### src/rtl/rxq_pkg.sv
// Package: shared constants for the SDIO receive FIFO.
// Assumes: register select is 2 bits wide; flag bit positions are fixed.
package rxq_pkg;
    localparam logic [7:0] FIFO_ADDR = 8'h00;

    typedef enum logic [1:0] {
        SEL_THRESH = 2'd0,
        SEL_MASK   = 2'd1,
        SEL_FLAGS  = 2'd2,
        SEL_NONE   = 2'd3
    } reg_sel_e;

    localparam int FLAG_CRC = 0;
    localparam int FLAG_OVF = 1;
endpackage

### src/rtl/rxq_store.sv
// Module: byte storage ring with a level counter.
// Stores on push when not full and removes on pop when not empty; both may
// occur in one cycle. Assumes DEPTH >= 2. Memory holds no reset.
module rxq_store #(
    parameter int DEPTH = 16,
    parameter int WIDTH = 8,
    localparam int PTR_W = (DEPTH > 1) ? $clog2(DEPTH) : 1,
    localparam int LVL_W = $clog2(DEPTH + 1)
) (
    input  logic             clk,
    input  logic             rst_n,
    input  logic             push_i,
    input  logic [WIDTH-1:0] data_i,
    input  logic             pop_i,
    output logic [WIDTH-1:0] head_o,
    output logic [LVL_W-1:0] level_o,
    output logic             full_o,
    output logic             empty_o
);
    localparam logic [PTR_W-1:0] LAST = PTR_W'(DEPTH - 1);
    localparam logic [LVL_W-1:0] FULL_LVL = LVL_W'(DEPTH);

    logic [WIDTH-1:0] mem [DEPTH];
    logic [PTR_W-1:0] wptr, rptr;
    logic             do_push, do_pop;

    assign full_o  = (level_o == FULL_LVL);
    assign empty_o = (level_o == '0);
    assign do_push = push_i && !full_o;
    assign do_pop  = pop_i && !empty_o;
    assign head_o  = mem[rptr];

    // Write accepted bytes into the ring.
    always_ff @(posedge clk) begin
        if (do_push) mem[wptr] <= data_i;
    end

    // Advance pointers and track the level.
    always_ff @(posedge clk) begin
        if (!rst_n) begin
            wptr    <= '0;
            rptr    <= '0;
            level_o <= '0;
        end else begin
            if (do_push) wptr <= (wptr == LAST) ? '0 : wptr + 1'b1;
            if (do_pop)  rptr <= (rptr == LAST) ? '0 : rptr + 1'b1;
            case ({do_push, do_pop})
                2'b10:   level_o <= level_o + 1'b1;
                2'b01:   level_o <= level_o - 1'b1;
                default: level_o <= level_o;
            endcase
        end
    end

    // the level never exceeds the depth.
    a_r12_level_bound: assert property (@(posedge clk) disable iff (!rst_n)
        level_o <= FULL_LVL);
    // an accepted lone push raises the level by one.
    a_r3_push_inc: assert property (@(posedge clk) disable iff (!rst_n)
        (push_i && !full_o && !pop_i) |=> (level_o == $past(level_o) + 1'b1));
    // push and pop together hold the level.
    a_r6_pair_hold: assert property (@(posedge clk) disable iff (!rst_n)
        (push_i && pop_i && !full_o && !empty_o) |=> $stable(level_o));
    // a push into a full ring without a pop leaves it full.
    a_r7_full_hold: assert property (@(posedge clk) disable iff (!rst_n)
        (push_i && full_o && !pop_i) |=> full_o);
endmodule

### src/rtl/rxq_regs.sv
// Module: threshold, mask and sticky flag registers with interrupt outputs.
// Assumes LVL_W <= 8 so the threshold fits in a register write.
module rxq_regs
    import rxq_pkg::*;
#(
    parameter int LVL_W = 5
) (
    input  logic             clk,
    input  logic             rst_n,
    input  logic             reg_wr,
    input  logic [1:0]       reg_sel,
    input  logic [7:0]       reg_wdata,
    input  logic [LVL_W-1:0] level_i,
    input  logic             crc_fail_i,
    input  logic             ovf_evt_i,
    output logic             irq_fill_o,
    output logic             irq_crc_o,
    output logic             crc_err_o,
    output logic             ovf_o
);
    logic [LVL_W-1:0] thresh;
    logic [LVL_W-1:0] eff_thresh;
    logic             mask;
    logic             clr_crc, clr_ovf;

    assign clr_crc = reg_wr && (reg_sel == SEL_FLAGS) && reg_wdata[FLAG_CRC];
    assign clr_ovf = reg_wr && (reg_sel == SEL_FLAGS) && reg_wdata[FLAG_OVF];

    // Threshold and mask registers.
    always_ff @(posedge clk) begin
        if (!rst_n) begin
            thresh <= LVL_W'(1);
            mask   <= 1'b0;
        end else if (reg_wr) begin
            if (reg_sel == SEL_THRESH) thresh <= reg_wdata[LVL_W-1:0];
            if (reg_sel == SEL_MASK)   mask   <= reg_wdata[0];
        end
    end

    // Sticky flags: set has priority over write-one-to-clear.
    always_ff @(posedge clk) begin
        if (!rst_n) begin
            crc_err_o <= 1'b0;
            ovf_o     <= 1'b0;
        end else begin
            if (crc_fail_i)   crc_err_o <= 1'b1;
            else if (clr_crc) crc_err_o <= 1'b0;
            if (ovf_evt_i)    ovf_o <= 1'b1;
            else if (clr_ovf) ovf_o <= 1'b0;
        end
    end

    // Interrupt outputs from level, threshold and flags.
    always_comb begin
        eff_thresh = (thresh == '0) ? LVL_W'(1) : thresh;
        irq_fill_o = !mask && (level_i >= eff_thresh);
        irq_crc_o  = crc_err_o;
    end

    // a set mask silences the fill interrupt.
    a_r9_mask_quiet: assert property (@(posedge clk) disable iff (!rst_n)
        mask |-> !irq_fill_o);
    // a CRC failure leaves the error flag set.
    a_r10_crc_set: assert property (@(posedge clk) disable iff (!rst_n)
        crc_fail_i |=> crc_err_o);
    // an empty FIFO never raises the fill interrupt.
    a_r8_empty_quiet: assert property (@(posedge clk) disable iff (!rst_n)
        (level_i == '0) |-> !irq_fill_o);
    // without a clear write, a set flag stays set.
    a_r11_sticky: assert property (@(posedge clk) disable iff (!rst_n)
        (ovf_o && !clr_ovf) |=> ovf_o);
endmodule

### src/rtl/sdio_rx_fifo.sv
// Module: top of the SDIO receive FIFO. Decodes PHY byte-write commands,
// answers each one a cycle later, feeds the storage ring and the registers.
// Assumes at most one command per cycle and DEPTH <= 128.
module sdio_rx_fifo
    import rxq_pkg::*;
#(
    parameter int DEPTH = 16,
    localparam int LVL_W = $clog2(DEPTH + 1)
) (
    input  logic             clk,
    input  logic             rst_n,
    input  logic             cmd_valid,
    input  logic [7:0]       cmd_addr,
    input  logic [7:0]       cmd_data,
    output logic             cmd_resp,
    input  logic             crc_valid,
    input  logic             crc_ok,
    output logic             rd_valid,
    input  logic             rd_ready,
    output logic [7:0]       rd_data,
    input  logic             reg_wr,
    input  logic [1:0]       reg_sel,
    input  logic [7:0]       reg_wdata,
    output logic [LVL_W-1:0] level_o,
    output logic             irq_fill,
    output logic             irq_crc,
    output logic             crc_err_o,
    output logic             ovf_o
);
    logic push, pop, full, empty;

    assign push     = cmd_valid && (cmd_addr == FIFO_ADDR);
    assign rd_valid = !empty;
    assign pop      = rd_valid && rd_ready;

    // Command-accept response, one cycle after each command.
    always_ff @(posedge clk) begin
        if (!rst_n) cmd_resp <= 1'b0;
        else        cmd_resp <= cmd_valid;
    end

    rxq_store #(.DEPTH(DEPTH), .WIDTH(8)) u_store (
        .clk     (clk),
        .rst_n   (rst_n),
        .push_i  (push),
        .data_i  (cmd_data),
        .pop_i   (pop),
        .head_o  (rd_data),
        .level_o (level_o),
        .full_o  (full),
        .empty_o (empty)
    );

    rxq_regs #(.LVL_W(LVL_W)) u_regs (
        .clk        (clk),
        .rst_n      (rst_n),
        .reg_wr     (reg_wr),
        .reg_sel    (reg_sel),
        .reg_wdata  (reg_wdata),
        .level_i    (level_o),
        .crc_fail_i (crc_valid && !crc_ok),
        .ovf_evt_i  (push && full),
        .irq_fill_o (irq_fill),
        .irq_crc_o  (irq_crc),
        .crc_err_o  (crc_err_o),
        .ovf_o      (ovf_o)
    );

    // each command is answered in the following cycle.
    a_r2_resp: assert property (@(posedge clk) disable iff (!rst_n)
        cmd_valid |=> cmd_resp);
    // a foreign-address command without a read keeps the level.
    a_r4_foreign: assert property (@(posedge clk) disable iff (!rst_n)
        (cmd_valid && cmd_addr != FIFO_ADDR && !pop) |=> $stable(level_o));
    // data is offered exactly when bytes are stored.
    a_r5_valid: assert property (@(posedge clk) disable iff (!rst_n)
        rd_valid == (level_o != '0));
    // a store into a full FIFO raises the overflow flag.
    a_r7_ovf: assert property (@(posedge clk) disable iff (!rst_n)
        (push && full) |=> ovf_o);
endmodule

### config.mk
export PLATFORM = sky130hd
export DESIGN_NAME = sdio_rx_fifo
export DESIGN_NICKNAME = d
export VERILOG_FILES = /design/src/rtl/rxq_pkg.sv /design/src/rtl/rxq_store.sv /design/src/rtl/rxq_regs.sv /design/src/rtl/sdio_rx_fifo.sv
export SDC_FILE = /design/constraint.sdc
export NUM_CORES = 1
export LEC_CHECK = 0
export ABC_CLOCK_PERIOD_IN_PS = 5800
export BUFFER_PORTS_ARGS = -buffer_cell sky130_fd_sc_hd__buf_4
export CORE_UTILIZATION = 40
export CTS_BUF_LIST = sky130_fd_sc_hd__clkbuf_8
export CTS_CLUSTER_DIAMETER = 80
export CTS_CLUSTER_SIZE = 28
export DETAILED_ROUTE_END_ITERATION = 8
export GPL_ROUTABILITY_DRIVEN = 0
export PLACE_DENSITY_LB_ADDON = 0.3
export SLEW_MARGIN = 30
export SYNTH_ARGS = -nofsm -noshare
export SYNTH_HDL_FRONTEND = slang
export SYNTH_SLANG_ARGS = --single-unit
export TNS_END_PERCENT = 1
### constraint.sdc
create_clock -name clk -period 5.8 [get_ports clk]
set_input_delay 0.29 -clock clk [delete_from_list [all_inputs] [get_ports clk]]
set_output_delay 0.29 -clock clk [all_outputs]
set_load 0.02 [all_outputs]
Word level (Yosys, flattened, before mapping):

Memory sizes are Yosys's and may differ from the RTL's. A register that Yosys moved wholly into a read port is not among the register bits.
Index checks and enable logic that the tools add are counted.

* add/subtract/negate cells: 4
* $lt $le $gt $ge: 1
* eq/ne operators: 7
* mux-type cells: 12
* reduce and logical (&&, ||, !) cells: 23

Operator list (number)
* 4-bit 2-to-1 mux: 4
* 1-bit logical AND: 10
* 5-bit zero test: 2
* 5-bit case mux with 2 select lines: 1
* 4-bit by 1-bit adder with 4-bit output (second input constant): 2
* 4-bit == test (second input constant): 2
* 8-bit zero test: 1
* 1-bit 2-to-1 mux: 6
* 2-bit nonzero test: 3
* 5-bit by 1-bit adder with 5-bit output (second input constant): 1
* 5-bit == test (second input constant): 1
* 5-bit >= comparator: 1
* 5-bit 2-to-1 mux: 1
* 5-bit by 1-bit subtractor with 5-bit output (second input constant): 1
* 2-bit by 1-bit == test with 1-bit output (second input constant): 2
* 2-bit == test (second input constant): 2
* 1-bit zero test: 4
* 2-bit AND reduction: 2
* 2-bit zero test: 1

* register bits after elaboration: 22
* bits in writable memories: 128
* output and inout bits: 19
* word-level logic and storage cells: 56
* memories kept: 1

Memories
* u_store.mem: depth 16, width 8, rd ports 1, clocked after memory_dff 1, write ports 1, line rxq_store.sv:23 `logic [WIDTH-1:0] mem [DEPTH];`

Depth between registers and ports, before layout:

* word-level depth: 6
* gate-level depth with buffers: 13
* mapped depth without buffers: 11

Hierarchy:

Synthesis repeated with hierarchy kept, for this count alone.

* cell total of the unflattened synthesis: 357
* area, all modules: 6428.7 um^2

By module, submodules not included
* rxq_store: instances 1, cells an instance 299, area an instance 5884.4 um^2, seq. area each 4184.0 um^2
* rxq_regs: instances 1, cells an instance 48, area an instance 462.9 um^2, seq. area each 160.2 um^2
* sdio_rx_fifo: instances 1, cells an instance 10, area an instance 81.3 um^2, seq. area each 20.0 um^2

Worst setup path after synthesis:

OpenSTA, ideal clock, no wires.

* kind: register to register
* start: reg u_store.level_o[2]
* end: reg u_store.level_o[4]
* library setup time: 115 ps
* arrival time: 2906 ps
* path slack: 2779 ps
* stages on the path, launching flop included: 14
* path buffers: 2
* path through: dfxtp_1 -> clkbuf_1 -> nor4_1 -> a2111oi_4 -> inv_2 -> ha_1 -> clkbuf_1 -> xor2_1 -> ha_1 -> and3b_1 -> o21ai_0 -> a31oi_1 -> xor2_1 -> and2_1

* cells in the longest elaborated chain, start to end: 6

Ends and longest elaborated chain
* start: declaration: line rxq_store.sv:16 `output logic [LVL_W-1:0] level_o,`
* start signal: assignment: line rxq_store.sv:48 `2'b10: level_o <= level_o + 1'b1;`
* start signal: assignment: line rxq_store.sv:49 `2'b01: level_o <= level_o - 1'b1;`
* start signal: assignment: line rxq_store.sv:50 `default: level_o <= level_o;`
* 5-bit zero test: line rxq_store.sv:28 `assign empty_o = (level_o == '0);`
* 1-bit zero test: line rxq_store.sv:30, sdio_rx_fifo.sv:33
* 1-bit logical AND: line sdio_rx_fifo.sv:34 `assign pop = rd_valid && rd_ready;`
* 1-bit logical AND: line rxq_store.sv:30 `assign do_pop = pop_i && !empty_o;`
* 2-bit by 1-bit == test with 1-bit output / 2-bit == test (equally long branches): line rxq_store.sv:47 `case ({do_push, do_pop})`
* 5-bit case mux with 2 select lines / 2-bit nonzero test (equally long branches)

Several ways; a longest one is shown, not always the timed one.
A chain may end at the register's enable or synchronous reset.

Worst setup path after layout:

* start: reg u_store.level_o[1]
* end: reg u_store.level_o[4]

The elaborated chain is that of the path after synthesis.

==> impl_results.md <==
* Mean Syn Cell Area at roughly 18 sq um
* Largest net degree at the start of global routing at 33
* Fin Setup TNS at 0 ns
* Critical-path maximum fanout at 10
* I/O Buffers at between 40 and 50
* Synth warnings at 0
* Worst clock skew at roughly 0.0099 ns
* DRC viols at 0
* RSZ-0062 raised after global routing: no
* Slew Limit Fails at 0
* Starting Density at 41.1%
* Synth-to-Final Area Change at 16.2%
* Initial antenna violation count at 0
* Post-CTS setup buffer count at 0
* Final #Nets at about 450
* Cts hold-fix bufs at 0
* Core area at between 0.015 and 0.02 sq mm
* Worst-margin pin slew at 0.983 ns
* Reg2Reg Depth at 11
* Setup slack after layout at 2.64 ns
* ANT cells at 0
* HPWL Detailed at between 7000 and 8000 um
* CTS Buffer Depth at 2
* CP startpoint kind: flip-flop
* Gr ovfl total at 0
* Worst r2r src: u_store.level_o[1]
* Chip Height at between 100 and 150 um
* CTS tree: built
* DP Cell Count at 597
* R2r setup slk at 2.64 ns
* Final core area utilization at between 40% and 50%
* Final non-filler cell area at between 0.007 and 0.008 sq mm
* Clock period minus worst slack at 3.16 ns
* R2R Path End: u_store.level_o[4]
* DIE AREA at ~0.016 sq mm
* Max VDD drop at roughly 0.00014 V
* Setup violators final at 0
* Worst EP arrival at between 3 and 4 ns
* Post-Syn Instances at 354
* First-pass iteration count of the detailed router at 4
* Post-place instance area at 0.00687 sq mm
* Latest clock arrival within the worst-skew pair at 0.44 ns
* Violation count after the first detailed-route iteration at 185
* Overall routed net length at ~12000 um
* Total Routing Usage GR at around 16%
* Htree depth at 4
* Via-to-Cell Ratio at between 5 and 6
* Top Ports at 52
* CTS buffer count at 17
* First-pass GRT wire length at approximately 19000 um
* Net Count, Synth at 400
* Crit path kind: flip-flop to flip-flop
* Worst Path Required at 6.13 ns
* Share of cells above drive strength 1 at 31.8%
* Non-Filler Instances at around 630
* Worst Setup End Kind: flip-flop
* Reg clk slew, reported paths at approximately 0.080 ns
* Crit share post-route at 54.5%
* CTS root buffer: clkbuf_8
* Yosys reg bits at 154
* Setup crit start: u_store.level_o[1]
* Vias in the first global route at roughly 3.3k
* Max Clk Rate at 316 MHz
* Row cnt at 45
* Average wire per standard cell at 19.5 um
* Antenna-violating nets left at 0
* Register area share after synthesis at between 60% and 70%
* Outcome: completed
* Worst Hold Class: primary input to flip-flop
* Pre-CTS setup slack at around 2.5 ns
* Cell Area, Synth at 0.00628 sq mm
* Die width at between 100 and 150 um
* Post-synth cell types at between 40 and 50
* Via count at between 3k and 4k
* Max cap viols at 0
* Leak at 2.40 nW
* Cts repair resizes at 0
* Worst setup endpoint: u_store.level_o[4]
* CTS sink count at 154
* Hold Fails Final Rpt at 0
* Max-slew headroom at between 30% and 40%
* Power density over the cells at 284 mW/mm^2
## synth_stat cells, drive strengths merged
cell / number / area [sq um]
nand4b: 2 / 17.5
a32o: 1 / 10.0
nor4: 1 / 6.26
nand2: 10 / 37.5
nand3b: 2 / 15.0
edfxtp: 128 / 3840
and2: 7 / 43.8
o22ai: 1 / 6.26
and3b: 1 / 8.76
or4: 2 / 18.8
ha: 13 / 163
a31oi: 1 / 6.26
a21oi: 11 / 55.1
o21ai: 5 / 25.0
clkbuf: 12 / 45.0
or2: 1 / 6.26
a22oi: 2 / 15.0
nor2: 21 / 78.8
nand2b: 5 / 31.3
inv: 10 / 37.5
o21a: 1 / 7.51
a41o: 1 / 10.0
a311oi: 2 / 17.5
xor2: 4 / 35.0
o211ai: 1 / 7.51
o31ai: 2 / 15.0
nor2b: 13 / 81.3
o41ai: 1 / 8.76
mux4: 40 / 901
dfxtp: 26 / 521
buf: 6 / 30.0
a21boi: 2 / 15.0
or3: 2 / 12.5
nor3b: 1 / 7.51
a211oi: 1 / 7.51
a41oi: 1 / 8.76
xnor2: 3 / 26.3
mux2i: 2 / 20.0
a21o: 1 / 7.51
o311a: 1 / 10.0
a2111oi: 1 / 27.5
nor3: 6 / 30.0
## worst max-delay path: stages, from the launching register on
cell,delay [ns]
dfxtp_1,0.57
nor4_1,0.18
a2111oi_4,0.66
inv_2,0.13
ha_1,0.33
xor2_1,0.19
ha_1,0.22
and3b_1,0.17
o21ai_0,0.17
a31oi_1,0.13
xor2_1,0.15
and2_1,0.16
## flip-flops by register name (all words and copies together), names as in the netlist, named ones only
signal            cells
u_regs.ovf_o          1
u_regs.crc_err_o      1
u_regs.mask           1
cmd_resp              1
u_store.mem         128
u_store.wptr          4
u_regs.thresh         5
u_store.rptr          4
u_store.level_o       5
## worst min path at each step
stage / start / to / cells after the start
after global placement: u_regs.thresh[0] / u_regs.thresh[0] / 2
final: cmd_valid / cmd_resp / 2
after floorplan: cmd_data[0] / u_store.mem[0][0] / 0
after CTS: cmd_valid / cmd_resp / 2
after global routing: cmd_valid / cmd_resp / 2
after detailed placement: cmd_valid / cmd_resp / 2
## routing by layer
layer | routed length (um) | part of all wire (%) | GRT usage, %
met5 | 0 | 0 | 0
met1 | 5520 | 45 | 21.8
met2 | 6050 | 49 | 26.5
met3 | 542 | 4.4 | 4.19
met4 | 172 | 1.4 | 5.11
## through the flow
stage	hold slack [ns]	power (mW)
2_1_floorplan	0.389	1.24
3_3_place_gp	0.501	1.27
3_5_place_dp	0.507	1.27
4_1_cts	0.0355	2.09
5_1_grt	0.0315	2.14
6_report	0.0638	2.07
## where the power goes
| part | switching (mW) | internal [mW] | total [mW] |
|---|---|---|---|
| logic | 0.0266 | 0.0220 | 0.0487 |
| clock network | 0.400 | 0.427 | 0.827 |
| registers | 0.00137 | 1.20 | 1.20 |
| total | 0.428 | 1.65 | 2.07 |
## cell usage in the layout (no fill, tap or decap), drive strengths merged, types with 4 or more instances in the layout
cell	synthesis	layout
a21oi	11	11
and2	7	7
buf	6	50
clkbuf	12	17
clkinv	0	7
dfxtp	26	26
edfxtp	128	128
ha	13	13
inv	10	15
mux4	40	40
nand2	10	10
nand2b	5	5
nor2	21	21
nor2b	13	13
nor3	6	6
o21ai	5	5
xor2	4	4
## area by class of cell
class                   instances  area [sq um]
fillers                      1285          7960
clock buffers                  17           234
repair buffers                 50           375
well taps                     211           264
flip-flops and latches        154          4370
inverters                      10          37.5
multi-input cells             172          1840
clock inverters                15           175
## logic make-up after synthesis
| group | after synthesis | share of synthesized area [%] |
|---|---|---|
| xor+xnor | 7 | 0.977 |
| compound gates | 36 | 4.15 |
| buf+inv | 28 | 1.79 |
| mux | 42 | 14.7 |
| flops | 154 | 69.5 |
| simple gates | 74 | 6.30 |
| fa+ha+maj | 13 | 2.59 |
Note: power is estimated with default switching activity, not from simulation.
